--- src/rtl/saf_pkg.sv ---
package saf_pkg;
  localparam int BUS_AW = 5;
  localparam logic [2:0] IDX_CTRL = 3'd0;
  localparam logic [2:0] IDX_STAT = 3'd1;
  localparam logic [2:0] IDX_MASK = 3'd2;
  localparam logic [2:0] IDX_CLR  = 3'd3;
  localparam logic [2:0] IDX_DATA = 3'd4;

  typedef struct packed {
    logic [3:0] rx_th;
    logic [3:0] tx_th;
    logic       srst;
    logic       en;
  } ctrl_t;
endpackage

--- src/rtl/saf_fifo.sv ---
module saf_fifo #(
  parameter int DW    = 32,
  parameter int DEPTH = 16
) (
  input  logic                       clk,
  input  logic                       rst,
  input  logic                       clr,
  input  logic                       push,
  input  logic [DW-1:0]              din,
  input  logic                       pop,
  output logic [DW-1:0]              dout,
  output logic [$clog2(DEPTH):0]     level,
  output logic                       full,
  output logic                       empty
);
  localparam int PW = $clog2(DEPTH);

  logic [DW-1:0] mem [DEPTH];
  logic [PW:0]   wp, rp;

  // storage without reset so it maps onto block RAM
  always_ff @(posedge clk) begin
    if (push) mem[wp[PW-1:0]] <= din;
  end

  always_ff @(posedge clk) begin
    if (rst) dout <= '0;
    else if (pop) dout <= mem[rp[PW-1:0]];
  end

  always_ff @(posedge clk) begin
    if (rst || clr) begin
      wp <= '0;
      rp <= '0;
    end else begin
      if (push) wp <= wp + 1'b1;
      if (pop)  rp <= rp + 1'b1;
    end
  end

  assign level = wp - rp;
  assign full  = (level == (PW+1)'(DEPTH));
  assign empty = (level == '0);

  // the owner never pushes into a full queue
  a_r3_no_push_full: assert property (@(posedge clk) disable iff (rst) push |-> !full);
  // the owner never pops an empty queue
  a_r4_no_pop_empty: assert property (@(posedge clk) disable iff (rst) pop |-> !empty);
endmodule

--- src/rtl/saf_flags.sv ---
module saf_flags #(
  parameter int LW = 5
) (
  input  logic          clk,
  input  logic          rst,
  input  logic          link_on,
  input  logic          srst,
  input  logic [LW-1:0] rx_lvl,
  input  logic [LW-1:0] tx_lvl,
  input  logic [3:0]    rx_th,
  input  logic [3:0]    tx_th,
  input  logic          ovf_evt,
  input  logic          udf_evt,
  input  logic          clr_ror,
  input  logic          clr_tur,
  input  logic [3:0]    mask,     // {ror, tur, rx svc, tx svc}
  output logic          ror,
  output logic          tur,
  output logic          rx_svc,
  output logic          tx_svc,
  output logic          irq
);
  always_ff @(posedge clk) begin
    if (rst || srst) begin
      ror <= 1'b0;
      tur <= 1'b0;
    end else begin
      if (ovf_evt)      ror <= 1'b1;
      else if (clr_ror) ror <= 1'b0;
      if (udf_evt)      tur <= 1'b1;
      else if (clr_tur) tur <= 1'b0;
    end
  end

  always_ff @(posedge clk) begin
    if (rst) begin
      rx_svc <= 1'b0;
      tx_svc <= 1'b0;
      irq    <= 1'b0;
    end else begin
      rx_svc <= link_on && (rx_lvl != '0) && (rx_lvl >= LW'(rx_th));
      tx_svc <= link_on && (tx_lvl <= LW'(tx_th));
      irq    <= |({ror, tur, rx_svc, tx_svc} & mask);
    end
  end

  // overrun stays until cleared or soft reset
  a_r5_ror_sticky: assert property (@(posedge clk) disable iff (rst)
    (ror && !clr_ror && !srst) |=> ror);
  // a clear with no new overrun drops the flag
  a_r7_clear_ror: assert property (@(posedge clk) disable iff (rst)
    (clr_ror && !ovf_evt) |=> !ror);
  // nothing masked in, no interrupt
  a_r10_irq_masked: assert property (@(posedge clk) disable iff (rst)
    (mask == 4'b0) |=> !irq);
endmodule

--- src/rtl/saf_audio_regs.sv ---
module saf_audio_regs
  import saf_pkg::*;
#(
  parameter int DW    = 32,
  parameter int DEPTH = 16
) (
  input  logic              clk,
  input  logic              rst,
  input  logic [BUS_AW-1:0] bus_addr,
  input  logic              bus_wr,
  input  logic              bus_rd,
  input  logic [31:0]       bus_wdata,
  output logic [31:0]       bus_rdata,
  output logic              irq,
  output logic              dreq_rx,
  output logic              dreq_tx,
  input  logic              ser_tx_req,
  output logic [DW-1:0]     ser_tx_word,
  input  logic              ser_rx_valid,
  input  logic [DW-1:0]     ser_rx_word
);
  localparam int LW = $clog2(DEPTH) + 1;

  ctrl_t       ctrl_q;
  logic [3:0]  mask_q;
  logic [2:0]  idx;
  logic        link_on;
  logic        tx_push, tx_pop, rx_push, rx_pop, ovf_evt, udf_evt;
  logic        tx_full, tx_empty, rx_full, rx_empty;
  logic [LW-1:0] tx_lvl, rx_lvl;
  logic [DW-1:0] rx_q;
  logic        ror, tur, rx_svc, tx_svc;
  logic [7:0]  stat;
  logic [31:0] reg_q;
  logic        data_sel_q, zero_q;
  logic        unused_ok;

  assign idx       = bus_addr[4:2];
  assign unused_ok = ^{bus_addr[1:0], bus_wdata[31:16], bus_wdata[7], bus_wdata[2:1]};
  assign link_on   = ctrl_q.en && !ctrl_q.srst;

  assign tx_push = bus_wr && idx == IDX_DATA && !tx_full && !ctrl_q.srst;
  assign rx_pop  = bus_rd && idx == IDX_DATA && !rx_empty && !ctrl_q.srst;
  assign tx_pop  = link_on && ser_tx_req && !tx_empty;
  assign udf_evt = link_on && ser_tx_req && tx_empty;
  assign rx_push = link_on && ser_rx_valid && !rx_full;
  assign ovf_evt = link_on && ser_rx_valid && rx_full;

  always_ff @(posedge clk) begin
    if (rst) begin
      ctrl_q <= '0;
      mask_q <= '0;
    end else if (bus_wr) begin
      if (idx == IDX_CTRL)
        ctrl_q <= '{rx_th: bus_wdata[15:12], tx_th: bus_wdata[11:8],
                    srst: bus_wdata[3], en: bus_wdata[0]};
      if (idx == IDX_MASK) mask_q <= bus_wdata[6:3];
    end
  end

  saf_fifo #(.DW(DW), .DEPTH(DEPTH)) u_txq (
    .clk(clk), .rst(rst), .clr(ctrl_q.srst), .push(tx_push), .din(bus_wdata[DW-1:0]),
    .pop(tx_pop), .dout(ser_tx_word), .level(tx_lvl), .full(tx_full), .empty(tx_empty));

  saf_fifo #(.DW(DW), .DEPTH(DEPTH)) u_rxq (
    .clk(clk), .rst(rst), .clr(ctrl_q.srst), .push(rx_push), .din(ser_rx_word),
    .pop(rx_pop), .dout(rx_q), .level(rx_lvl), .full(rx_full), .empty(rx_empty));

  saf_flags #(.LW(LW)) u_flags (
    .clk(clk), .rst(rst), .link_on(link_on), .srst(ctrl_q.srst),
    .rx_lvl(rx_lvl), .tx_lvl(tx_lvl), .rx_th(ctrl_q.rx_th), .tx_th(ctrl_q.tx_th),
    .ovf_evt(ovf_evt), .udf_evt(udf_evt),
    .clr_ror(bus_wr && idx == IDX_CLR && bus_wdata[6]),
    .clr_tur(bus_wr && idx == IDX_CLR && bus_wdata[5]),
    .mask(mask_q), .ror(ror), .tur(tur), .rx_svc(rx_svc), .tx_svc(tx_svc), .irq(irq));

  assign stat = {!ctrl_q.en, ror, tur, rx_svc, tx_svc,
                 link_on && !tx_empty, !rx_empty, !tx_full};

  always_ff @(posedge clk) begin
    if (rst) begin
      reg_q      <= '0;
      data_sel_q <= 1'b0;
      zero_q     <= 1'b0;
    end else if (bus_rd) begin
      data_sel_q <= (idx == IDX_DATA);
      zero_q     <= !rx_pop;
      case (idx)
        IDX_CTRL: reg_q <= {16'b0, ctrl_q.rx_th, ctrl_q.tx_th, 4'b0, ctrl_q.srst, 2'b0, ctrl_q.en};
        IDX_STAT: reg_q <= {24'b0, stat};
        IDX_MASK: reg_q <= {25'b0, mask_q, 3'b0};
        default:  reg_q <= '0;
      endcase
    end
  end

  assign bus_rdata = data_sel_q ? (zero_q ? 32'b0 : 32'(rx_q)) : reg_q;
  assign dreq_rx   = rx_svc;
  assign dreq_tx   = tx_svc;

  // soft reset leaves both queues empty
  a_r11_srst_empties: assert property (@(posedge clk) disable iff (rst)
    ctrl_q.srst |=> (rx_empty && tx_empty));
  // an underrun repeats the previous playback word
  a_r6_word_held: assert property (@(posedge clk) disable iff (rst)
    udf_evt |=> $stable(ser_tx_word));
  // with the link off, only host writes move the playback queue
  a_r12_off_frozen: assert property (@(posedge clk) disable iff (rst)
    (!link_on && !tx_push && !ctrl_q.srst) |=> $stable(tx_lvl));
endmodule

--- config.mk ---
export PLATFORM = sky130hd
export DESIGN_NAME = saf_audio_regs
export DESIGN_NICKNAME = d
export VERILOG_FILES = /design/src/rtl/saf_pkg.sv /design/src/rtl/saf_fifo.sv /design/src/rtl/saf_flags.sv /design/src/rtl/saf_audio_regs.sv
export SDC_FILE = /design/constraint.sdc
export NUM_CORES = 1
export LEC_CHECK = 0
export BUFFER_PORTS_ARGS = -buffer_cell sky130_fd_sc_hd__buf_2
export CELL_PAD_IN_SITES_DETAIL_PLACEMENT = 0
export CELL_PAD_IN_SITES_GLOBAL_PLACEMENT = 2
export CORE_UTILIZATION = 42
export CTS_CLUSTER_SIZE = 20
export DETAILED_ROUTE_END_ITERATION = 7
export PLACE_DENSITY_LB_ADDON = 0.1
export SKIP_LAST_GASP = 1
export SLEW_MARGIN = 25
export SYNTH_ARGS = -nofsm -noshare
export SYNTH_HDL_FRONTEND = slang
export SYNTH_HIERARCHICAL = 1
export SYNTH_SLANG_ARGS = --single-unit
--- constraint.sdc ---
create_clock -name clk -period 3.99 [get_ports clk]
set_input_delay 0.798 -clock clk [delete_from_list [all_inputs] [get_ports clk]]
set_output_delay 0.798 -clock clk [all_outputs]
set_load 0.02 [all_outputs]
# Word level (Yosys, flattened, before mapping)

Memory sizes are Yosys's and may differ from the RTL's. A register that Yosys moved wholly into a read port is not among the register bits.
Cells that the tools add are included.

Logic and storage cells: 82
RAM bits: 1024
Latch bits: 0
Memories: 2
Memory bits (read-only): 0
Flip-flop bits (word level): 73

Memory list:

| memory    | words | bits a word | read ports | clocked after Yosys merged registers in | wr ports | line           | source |
|---|---|---|---|---|---|---|---|
| u_rxq.mem | 16    | 32          | 1          | 1                                       | 1        | saf_fifo.sv:18 | `logic [DW-1:0] mem [DEPTH];` |
| u_txq.mem | 16    | 32          | 1          | 1                                       | 1        | saf_fifo.sv:18 |  |

Multiplexer cells: 11
Eq/ne operators: 6
Multiply operators: 0
Reduce and logical (&&, ||, !) cells: 37
Div/mod/pow operators: 0
Shift-type cells: 0
Order comparisons: 2
$add $sub $neg: 6
Bitwise logic cells: 1

Operators with widths:

| operator              | count |
|---|---|
| $mux W32              | 2 |
| $pmux W16 S3          | 1 |
| $add A5 B1 Y5 const B | 4 |
| $logic_and A1 B1 Y1   | 20 |
| $eq A5 B5 Y1 const B  | 2 |
| $logic_not A5 Y1      | 2 |
| $sub A5 B5 Y5         | 2 |
| $mux W1               | 8 |
| $logic_not A1 Y1      | 7 |
| $eq A3 B2 Y1 const B  | 2 |
| $ge A5 B4 Y1          | 1 |
| $le A5 B4 Y1          | 1 |
| $reduce_bool A5 Y1    | 1 |
| $and A4 B4 Y4         | 1 |
| $reduce_and A2 Y1     | 2 |
| $reduce_bool A2 Y1    | 2 |
| $reduce_or A4 Y1      | 1 |
| $eq A3 B1 Y1 const B  | 1 |
| $eq A3 B3 Y1 const B  | 1 |
| $logic_not A3 Y1      | 1 |
| $logic_or A1 B1 Y1    | 1 |

# Longest topological paths before layout

Gate-level depths: netlist (run 1).

Depth in word-level cells: 7
Depth in mapped cells: 18
Depth with buffers taken out: 13

# By module

The synthesis (run 1) kept the hierarchy.

Modules (own cells, without submodules):

| module            | area each (um^2) | times used | cells an instance |
|---|---|---|---|
| saf_fifo at u_txq | 21464.3          | 1          | 1262 |
| saf_fifo at u_rxq | 21460.6          | 1          | 1262 |
| saf_audio_regs    | 1702.9           | 1          | 221 |
| saf_flags         | 386.6            | 1          | 45 |

# Worst setup path before layout (run 1)

OpenSTA, ideal clock, no wires.

Path kind: register to register
Start: register u_txq.rp[2]
End: memory u_txq.mem[0][0], enable pin
Library setup time: 0.392 ns
Data required time: 3.598 ns
Setup slack: 0.120 ns
Period minus slack after synthesis: 3.870 ns
Stages on the path, launching flop included: 14
Arrival time: 3.478 ns
Buffers on the path: 4
Path through: dfxtp_1 -> buf_2 -> buf_4 -> buf_2 -> inv_1 -> ha_1 -> nor2b_1 -> o21a_1 -> o21ai_0 -> a221oi_1 -> nor4bb_1 -> clkbuf_1 -> nor3b_1 -> and2_1

Cells in the longest elaborated chain, start to end: 7

Ends and longest elaborated chain:

| element                           | line                 | source |
|---|---|---|
| start: declaration                | saf_fifo.sv:19       | `logic [PW:0] wp, rp;` |
| start signal: assignment          | saf_fifo.sv:37       | `if (pop) rp <= rp + 1'b1;` |
| $sub A5 B5 Y5                     | saf_fifo.sv:41       | `assign level = wp - rp;` |
| $eq A5 B5 Y1                      | saf_fifo.sv:42       | `assign full = (level == (PW+1)'(DEPTH));` |
| via tx_full                       | saf_audio_regs.sv:29 | `logic tx_full, tx_empty, rx_full, rx_empty;` |
| $logic_not A1 Y1                  | saf_audio_regs.sv:42 | `assign tx_push = bus_wr && idx == IDX_DATA && !tx_full && !ctrl_q.srst;` |
| $logic_and A1 B1 Y1 (2 in series) | saf_audio_regs.sv:42 |  |
| via tx_push                       | saf_audio_regs.sv:28 | `logic tx_push, tx_pop, rx_push, rx_pop, ovf_evt, udf_evt;` |
| $mux W1                           | saf_fifo.sv:23       | `if (push) mem[wp[PW-1:0]] <= din;` |
| $mux W1 (not written as such)     | saf_fifo.sv:23       |  |
| end: declaration                  | saf_fifo.sv:18       |  |

The timed path passes the listed nets, and every way through them passes these cells.

# Worst setup path after layout (run 1)

Start: register u_txq.wp[0]
End: memory u_txq.mem[4][11], enable pin

Cells in the longest elaborated chain, start to end: 7

Ends and longest elaborated chain:

| element                           | line                 | source |
|---|---|---|
| start: declaration                | saf_fifo.sv:19       |  |
| start signal: assignment          | saf_fifo.sv:36       | `if (push) wp <= wp + 1'b1;` |
| $sub A5 B5 Y5                     | saf_fifo.sv:41       |  |
| via tx_lvl[2]                     | saf_audio_regs.sv:30 | `logic [LW-1:0] tx_lvl, rx_lvl;` |
| $eq A5 B5 Y1                      | saf_fifo.sv:42       |  |
| via tx_full                       | saf_audio_regs.sv:29 |  |
| $logic_not A1 Y1                  | saf_audio_regs.sv:42 |  |
| $logic_and A1 B1 Y1 (2 in series) | saf_audio_regs.sv:42 |  |
| via tx_push                       | saf_audio_regs.sv:28 |  |
| $mux W1                           | saf_fifo.sv:23       |  |
| $mux W1 (not written as such)     | saf_fifo.sv:23       |  |

The timed path passes the listed nets, and every way through them passes these cells.

==> results of run 1 <==
## through the flow
stage	total power, mW	util (%)	area [sq um]	setup WS, ns
2_1_floorplan	13.40	-	45010	0.1202
3_3_place_gp	13.62	45.45	48040	0.3519
3_5_place_dp	13.63	45.47	48070	0.2966
4_1_cts	24.36	49.08	51880	0.2456
5_1_grt	24.81	49.14	51950	0.07038
6_report	24.07	49.15	51960	0.3372
## sequential cells by signal (all words and copies together) (netlist names), 5 cells and up
| register | flops |
|---|---|
| u_txq/dout | 32 |
| u_rxq/rp | 5 |
| u_rxq/mem | 512 |
| u_rxq/dout | 32 |
| u_txq/rp | 5 |
| ctrl_q | 10 |
| u_txq/mem | 512 |
| u_rxq/wp | 5 |
| reg_q | 16 |
| u_txq/wp | 5 |
## worst max path at each step
stage | from | to | slack, ns
after global placement | u_txq/wp[0]$_SDFFE_PP0P_ | u_txq/mem[0][1]$_DFFE_PP_ | 0.35
after detailed placement | u_rxq/wp[0]$_SDFFE_PP0P_ | u_rxq/mem[1][29]$_DFFE_PP_ | 0.30
final | u_txq/wp[0]$_SDFFE_PP0P_ | u_txq/mem[4][11]$_DFFE_PP_ | 0.34
after global routing | u_txq/wp[0]$_SDFFE_PP0P_ | u_txq/mem[4][31]$_DFFE_PP_ | 0.07
after CTS | u_rxq/wp[0]$_SDFFE_PP0P_ | u_rxq/mem[1][21]$_DFFE_PP_ | 0.25
after floorplan | u_txq/rp[2]$_SDFFE_PP0P_ | u_txq/mem[0][0]$_DFFE_PP_ | 0.12
## power by group through the flow
stage	combinational (mW)	sequential [mW]	clock [mW]
3_5_place_dp	0.317	13.3	0
5_1_grt	0.345	13.1	11.4
4_1_cts	0.318	13.1	11.0
3_3_place_gp	0.300	13.3	0
6_report	0.310	13.1	10.7
2_1_floorplan	0.0782	13.3	0
## layout make-up
cell class	instances	area, sq um
repair buffers	242	2105
inverters	44	165.2
clock buffers	173	3405
diodes	4	10.01
fillers	8944	53760
well taps	1391	1740
flip-flops and latches	1145	33180
clock inverters	49	407.9
multi-input cells	1449	10950
## routing by layer
| metal | vias to the layer above | wire length, um | GRT usage, % |
|---|---|---|---|
| met3 | 192 | 4888 | 3.679 |
| met5 | - | 60 | 0 |
| met2 | 464 | 55970 | 35.84 |
| met1 | 12300 | 46640 | 25.71 |
| met4 | 10 | 2496 | 5.203 |
| li1 | 11200 | - | - |
## synthesized netlist by cell type (all sizes together), types with 12 or more instances
cell / number
a21oi: 82
a22oi: 197
and2: 54
buf: 123
clkbuf: 29
dfxtp: 121
edfxtp: 1024
ha: 26
inv: 44
mux2i: 520
nand2: 176
nand3: 193
nor2: 46
nor2b: 18
o21ai: 23
xnor2: 12
## cells by family (layout without fill, tap and decap cells)
kind of cell               after synthesis  in the layout  synth area share, %
other                                    0              4                    0
DFF                                   1145           1145                73.69
muxes                                  521            521                11.59
and+or+nand+nor                        549            549                6.098
AOI/OAI and AO/OA                      331            331                5.039
buffers and inverters                  196            508                2.382
adders and majority gates               28             28               0.8116
xor gates and xnor gates                20             20               0.3891
## worst reg2reg max path, delay by kind of cell, from the launching register on
| family | cells | cell delay [ns] |
|---|---|---|
| AND/OR/NAND/NOR | 5 | 1.24 |
| adder cells (fa/ha/maj) | 2 | 0.66 |
| buffers and inverters | 3 | 0.59 |
| flip-flops | 1 | 0.42 |
| XOR/XNOR | 1 | 0.34 |
| AO/OA/AOI/OAI | 1 | 0.07 |
==> summary.md, run 1 <==
| Metric | Value |
|---|---|
| Status | complete, but fails checks |
| Failing checks | design-rule violations |
| CTS tree | done |
| Yosys warning total | 6 |
| Residual DRC | 18 |
| Most used DFF post-synth | edfxtp_1 |
| DRT Wirelength | 110100 um |
| Distinct cell type count after synthesis | 53 |
| CP Data Arrival Time | 4.04 ns |
| Area Overhead vs Synth | 15.42% |
| Clk pwr share | about 44% |
| Starting Density | 42.58% |
| CTS resizes | 0 |
| Drt pass-1 iters | 7 |
| Fin crit period | 3.653 ns |
| Final #Nets | 3103 |
| Number of DRC markers in iteration 0 | 1603 |
| Total track usage | 20.32% |
| Final std cells w/o fill | around 4500 |
| Clock root buffer | clkbuf_16 |
| Final Max Slew Viols | 0 |
| Flop pwr share | 54.3% |
| Initial antenna violation count | 14 |
| Largest net degree at the start of global routing | between 100 and 150 |
| CTS H-tree lvls | 3 |
| Total gr overflow | 0 |
| Final hold violations | 0 |
| Tcrit/Tclk final | 91.55% |
| IO Port Bufs | ~140 |
| P_leak | ~16 nW |
| # IOs | 142 |
| Hold path start | u_txq/dout[12]$_SDFFE_PP0P_ |
| Layout cells sized above 1 | 15.64% |
| Number of synthesized flops with an enable pin | 1024 |
| Worst hold path class | flip-flop to flip-flop |
| Origin of the critical flop-to-flop path | u_txq/wp[0]$_SDFFE_PP0P_ |
| Buf/Inv on CP | 3 |
| Switch share | 19.47% |
| Clock sinks | ~1100 |
| Cells after synthesis | 2790 |
| Num rows | 119 |
| DR WL/cell | 24.47 um |
| Worst-path cell chain | inv_1 > ha_1 > fa_1 > xnor2_1 > or3_1 > a221oi_1 > nor4bb_1 > buf_4 > nand2_1 > nor2_1 > and2_2 > buf_12 |
| Pin slew with the least headroom to its limit | 0.9837 ns |
| Post-synth top area share | 68.31% |
| Hold endpoint | u_txq/dout[12]$_SDFFE_PP0P_ |
| Worst Setup Start Kind | flip-flop |
| Post-Syn Nets | 2893 |
| Critical Path RT | 4.38 ns |
| Critical path class | flip-flop to flip-flop |
| Clock slew at reported path FFs | 0.06 ns |
| Final setup viols | 0 |
| CP max stage cell | dfxtp_1 |
| Worst-Skew Late Latency | 0.71 ns |
| Largest area contributor in the netlist | edfxtp_1 |
| Hold Path Cell Cnt | 2 |
| NetSw | 4.686 mW |
| Comb power frac | 1.3% |
| Detailed-route via count | 24170 |
| Ys async rst share | 0% |
| CP endpoint kind | flip-flop |
| CP max stage delay | 0.42 ns |
| Placeable Area | 0.1057 sq mm |
| Maxcap violations | 0 |
| F_max | 273.8 MHz |
| Vias in the first global route | roughly 25000 |
| Register area share after synthesis | 73.69% |
| Worst R2R Setup Slack | 0.34 ns |
| Die Area | 0.1085 sq mm |
| Clock tree buffer depth | 3 |
| First-pass GRT wire length | 161300 um |
| DP HPWL | 62940 um |
| RSZ-0062 raised after global routing | false |
| Hold WS | 0.4497 ns |
| Final GP Congestion | 0.7642 |
| R2R depth | 12 |
| Commonest non-fill, non-tap cells in the layout | edfxtp_1, mux2i_1, a22oi_1, nand3_1, nand2_1 |
| Die X | 329.4 um |
| Yosys reg bits | 1145 |
| Slew margin rel. | 34.28% |
| Worst clock skew | 0.03893 ns |
| Post-CTS setup repair buffer count | 0 |
| Worst-path fanout max | 18 |
| Clock buffer count from CTS | 118 |
| Antenna-violating nets left | 0 |
| Die height | 329.4 um |
| WP depth | 12 |
| Synthesized area per cell | 16.13 sq um |
| Capturing point of the worst reg2reg path | u_txq/mem[4][11]$_DFFE_PP_ |
| Maximum vdd drop | 0.3650 mV |
| Setup TNS | 0 ns |
| Synth top area cells | edfxtp_1, mux2i_1, dfxtp_1 |
| Drt via density | around 5.4 |
| Hold_buf cts | 0 |
| Delay-heaviest family, CP | simple AND/OR/NAND/NOR gates |
| Placed cells | between 4000 and 5000 |
| Syn Std Cell Area | approximately 0.045 sq mm |
| Most common cell after layout, fill and taps aside | edfxtp_1 |
| Power per standard cell area | 463.3 mW/mm^2 |
| Int Pwr | roughly 19 mW |
Power figures use the tool's default switching activity.
==> run 2, diff against run 1 <==
==> constraint.sdc (replaced) <==
create_clock -name clk -period 3.3 [get_ports clk]
set_input_delay 0.66 -clock clk [delete_from_list [all_inputs] [get_ports clk]]
set_output_delay 0.66 -clock clk [all_outputs]
set_load 0.02 [all_outputs]
==> run 2 against run 1 <==
Cell count up 1.0%. Die area is the same. Clock-buffer cell count decreased by 14. The flow still finishes with violations (design-rule violations). Via count rose by 0.82%.
==> summary.md, run 2 (synthesis gave the netlist of run 1 again) <==
| Metric | Value |
|---|---|
| Status | complete, but fails checks |
| Failing checks | design-rule violations |
| # fillers | 8880 (-0.72%) |
| CTS tree | done |
| Final setup viols | 0 (unchanged) |
| # IOs | 142 (unchanged) |
| Switch share | 19.46% (about the same) |
| DR WL/cell | 24.24 um (-0.95%) |
| Setup WS post-layout | 0.1561 ns (-0.1811 ns) |
| Placed Area | 0.04877 sq mm (+1.5%) |
| NetSw | 5.778 mW (+23%) |
| Worst Setup Start Kind | flip-flop |
| Clock slew at reported path FFs | 0.06 ns (about the same) |
| P_leak | 16.88 nW (+2.6%) |
| Power per standard cell area | 561.3 mW/mm^2 (+21%) |
| Final #Nets | 3145 (+1.4%) |
| Antenna-violating nets left | 0 (unchanged) |
| Starting Density | 42.58% (unchanged) |
| Critical Path RT | 3.70 ns (-0.68 ns) |
| Residual DRC | 16 (-2) |
| Final GP Congestion | 0.7773 (+1.7%) |
| Fin crit period | 3.144 ns (-0.5089 ns) |
| Vias in the first global route | 24740 (+0.26%) |
| Final hold violations | 0 (unchanged) |
| Worst slack, placed | -0.01202 ns (-0.3086 ns) |
| CP max stage cell | fa_2 |
| Comb power frac | 1.3% (about the same) |
| Die X | 329.4 um (unchanged) |
| Area Overhead vs Synth | 17.53% |
| Worst hold path class | input port to flip-flop |
| Delay-heaviest family, CP | simple AND/OR/NAND/NOR gates |
| Clock root buffer | clkbuf_16 |
| Hold_buf cts | 0 (unchanged) |
| Design area | 0.05290 sq mm (+1.8%) |
| Layout cells sized above 1 | 17.57% (+1.9 points) |
| CP endpoint kind | flip-flop |
| Initial antenna violation count | 19 (+5) |
| Worst clock skew | 0.02376 ns (-0.01517 ns) |
| First-pass GRT wire length | 161900 um (+0.35%) |
| Drt pass-1 iters | 7 (unchanged) |
| DRT Wirelength | 110100 um (about the same) |
| RSZ-0062 raised after global routing | true |
| Pin slew with the least headroom to its limit | 1.119 ns (+0.1355 ns) |
| CP max stage delay | 0.40 ns (-0.02 ns) |
| Tcrit/Tclk final | 95.27% (+3.7 points) |
| Largest net degree at the start of global routing | 142 (-4.1%) |
| Clk pwr share | 45.5% (+1.1 points) |
| Clock buffer count from CTS | 119 (+0.85%) |
| Worst-path fanout max | 7 (-11) |
| F_max | 318.1 MHz (+16%) |
| Int Pwr | 23.92 mW (+23%) |
| Buf/Inv on CP | 3 (unchanged) |
| Multi-input gate area | 0.01100 sq mm (+0.48%) |
| Commonest non-fill, non-tap cells in the layout | edfxtp_1, mux2i_1, a22oi_1, nand3_1, nand2_1 |
| Worst-Skew Late Latency | 0.71 ns (about the same) |
| Flop pwr share | 53.2% (-1.1 points) |
| Number of DRC markers in iteration 0 | 1564 (-2.4%) |
| CP Data Arrival Time | 3.55 ns (-0.49 ns) |
| Die height | 329.4 um (unchanged) |
| Slew margin rel. | 25.39% (-8.9 points) |
| Maxcap violations | 0 (unchanged) |
| Placeable Area | 0.1057 sq mm (unchanged) |
| CTS H-tree lvls | 3 (unchanged) |
| DP HPWL | 65250 um (+3.7%) |
| Detailed-route via count | 24370 (+0.82%) |
| Final Max Slew Viols | 0 (unchanged) |
| Maximum vdd drop | 0.4604 mV (+26%) |
| Total track usage | 20.35% (+0.025 points) |
| Total gr overflow | 0 (unchanged) |
| Worst-path cell chain | inv_1 > ha_2 > fa_2 > nor2b_2 > o21a_1 > or3_4 > a221oi_2 > nor4bb_2 > buf_4 > nor3b_4 > and2_4 > clkbuf_16 |
| Hold WS | 0.3271 ns (-0.1225 ns) |
| Most common cell after layout, fill and taps aside | edfxtp_1 |
| Die Area | 0.1085 sq mm (unchanged) |
| IO Port Bufs | 139 (unchanged) |
| Clock tree buffer depth | 3 (unchanged) |
| Drt via density | 5.364 (-0.20%) |
| Clock sinks | 1145 (unchanged) |
| Critical path class | flip-flop to flip-flop |
| Register area | 0.03318 sq mm (about the same) |
| Num rows | 119 (unchanged) |
[run 2: area by class of cell]
cell class / count / share of cell area [%]
well taps: 1391 / 3.290
multi-input cells: 1449 / 20.79
flip-flops and latches: 1145 / 62.72
inverters: 44 / 0.3122
diodes: 5 / 0.02365
clock buffers: 159 / 6.341
repair buffers: 283 / 5.272
clock inverters: 67 / 1.253
[run 2: path summary, 6_finish.rpt]
kind / startpoint / endpoint / slack, ns / cells past startpoint
max: u_txq/wp[0]$_SDFFE_PP0P_ / u_txq/mem[1][12]$_DFFE_PP_ / 0.16 / 12
min: ser_rx_word[29] / u_rxq/mem[10][29]$_DFFE_PP_ / 0.33 / 1
max reg2reg: u_txq/wp[0]$_SDFFE_PP0P_ / u_txq/mem[1][12]$_DFFE_PP_ / 0.16 / 12
min reg2reg: u_txq/dout[11]$_SDFFE_PP0P_ / u_txq/dout[11]$_SDFFE_PP0P_ / 0.45 / 2
[run 2: timing repair]
item | in CTS | in global routing
pin swaps | 1 | 6
endpoints found under the setup margin | 15 | 901
buffers inserted | 0 | 3
gates resized for setup | 1 | 14
cloned | 0 | 1
[run 2: power groups by stage]
stage               logic [mW]  registers (mW)  clock network (mW)
global placement         0.368            16.1                   0
floorplan               0.0962            16.1                   0
CTS                      0.389            15.8                13.8
detailed placement       0.387            16.1                   0
finish                   0.382            15.8                13.5
global route             0.424            15.8                14.3
[run 2: per-layer routing]
metal	vias up	GRT usage (%)	share of wire (%)
li1	11310	-	-
met1	12420	26.21	43
met2	447	35.47	50
met3	173	3.716	4.4
met4	18	4.891	2.1
met5	-	0	0.10
[run 2: through the flow]
step           total power, mW  setup TNS, ns  std cells  util [%]
2_1_floorplan            16.20       -0.03279       2790         -
3_3_place_gp             16.47      -0.007035       4306     46.09
3_5_place_dp             16.49        -0.1272       4308     46.13
4_1_cts                  30.02              0       4534     49.94
5_1_grt                  30.54       -0.05470       4541     50.04
6_report                 29.70              0       4543     50.04
[run 2: worst register-to-register path, cell delays in order (launching register included)]
cell and delay [ns]:
dfxtp_1 0.32, inv_1 0.08, ha_2 0.20, fa_2 0.40, nor2b_2 0.14, o21a_1 0.18, or3_4 0.14, a221oi_2 0.08
nor4bb_2 0.34, buf_4 0.21, nor3b_4 0.25, and2_4 0.30, clkbuf_16 0.21
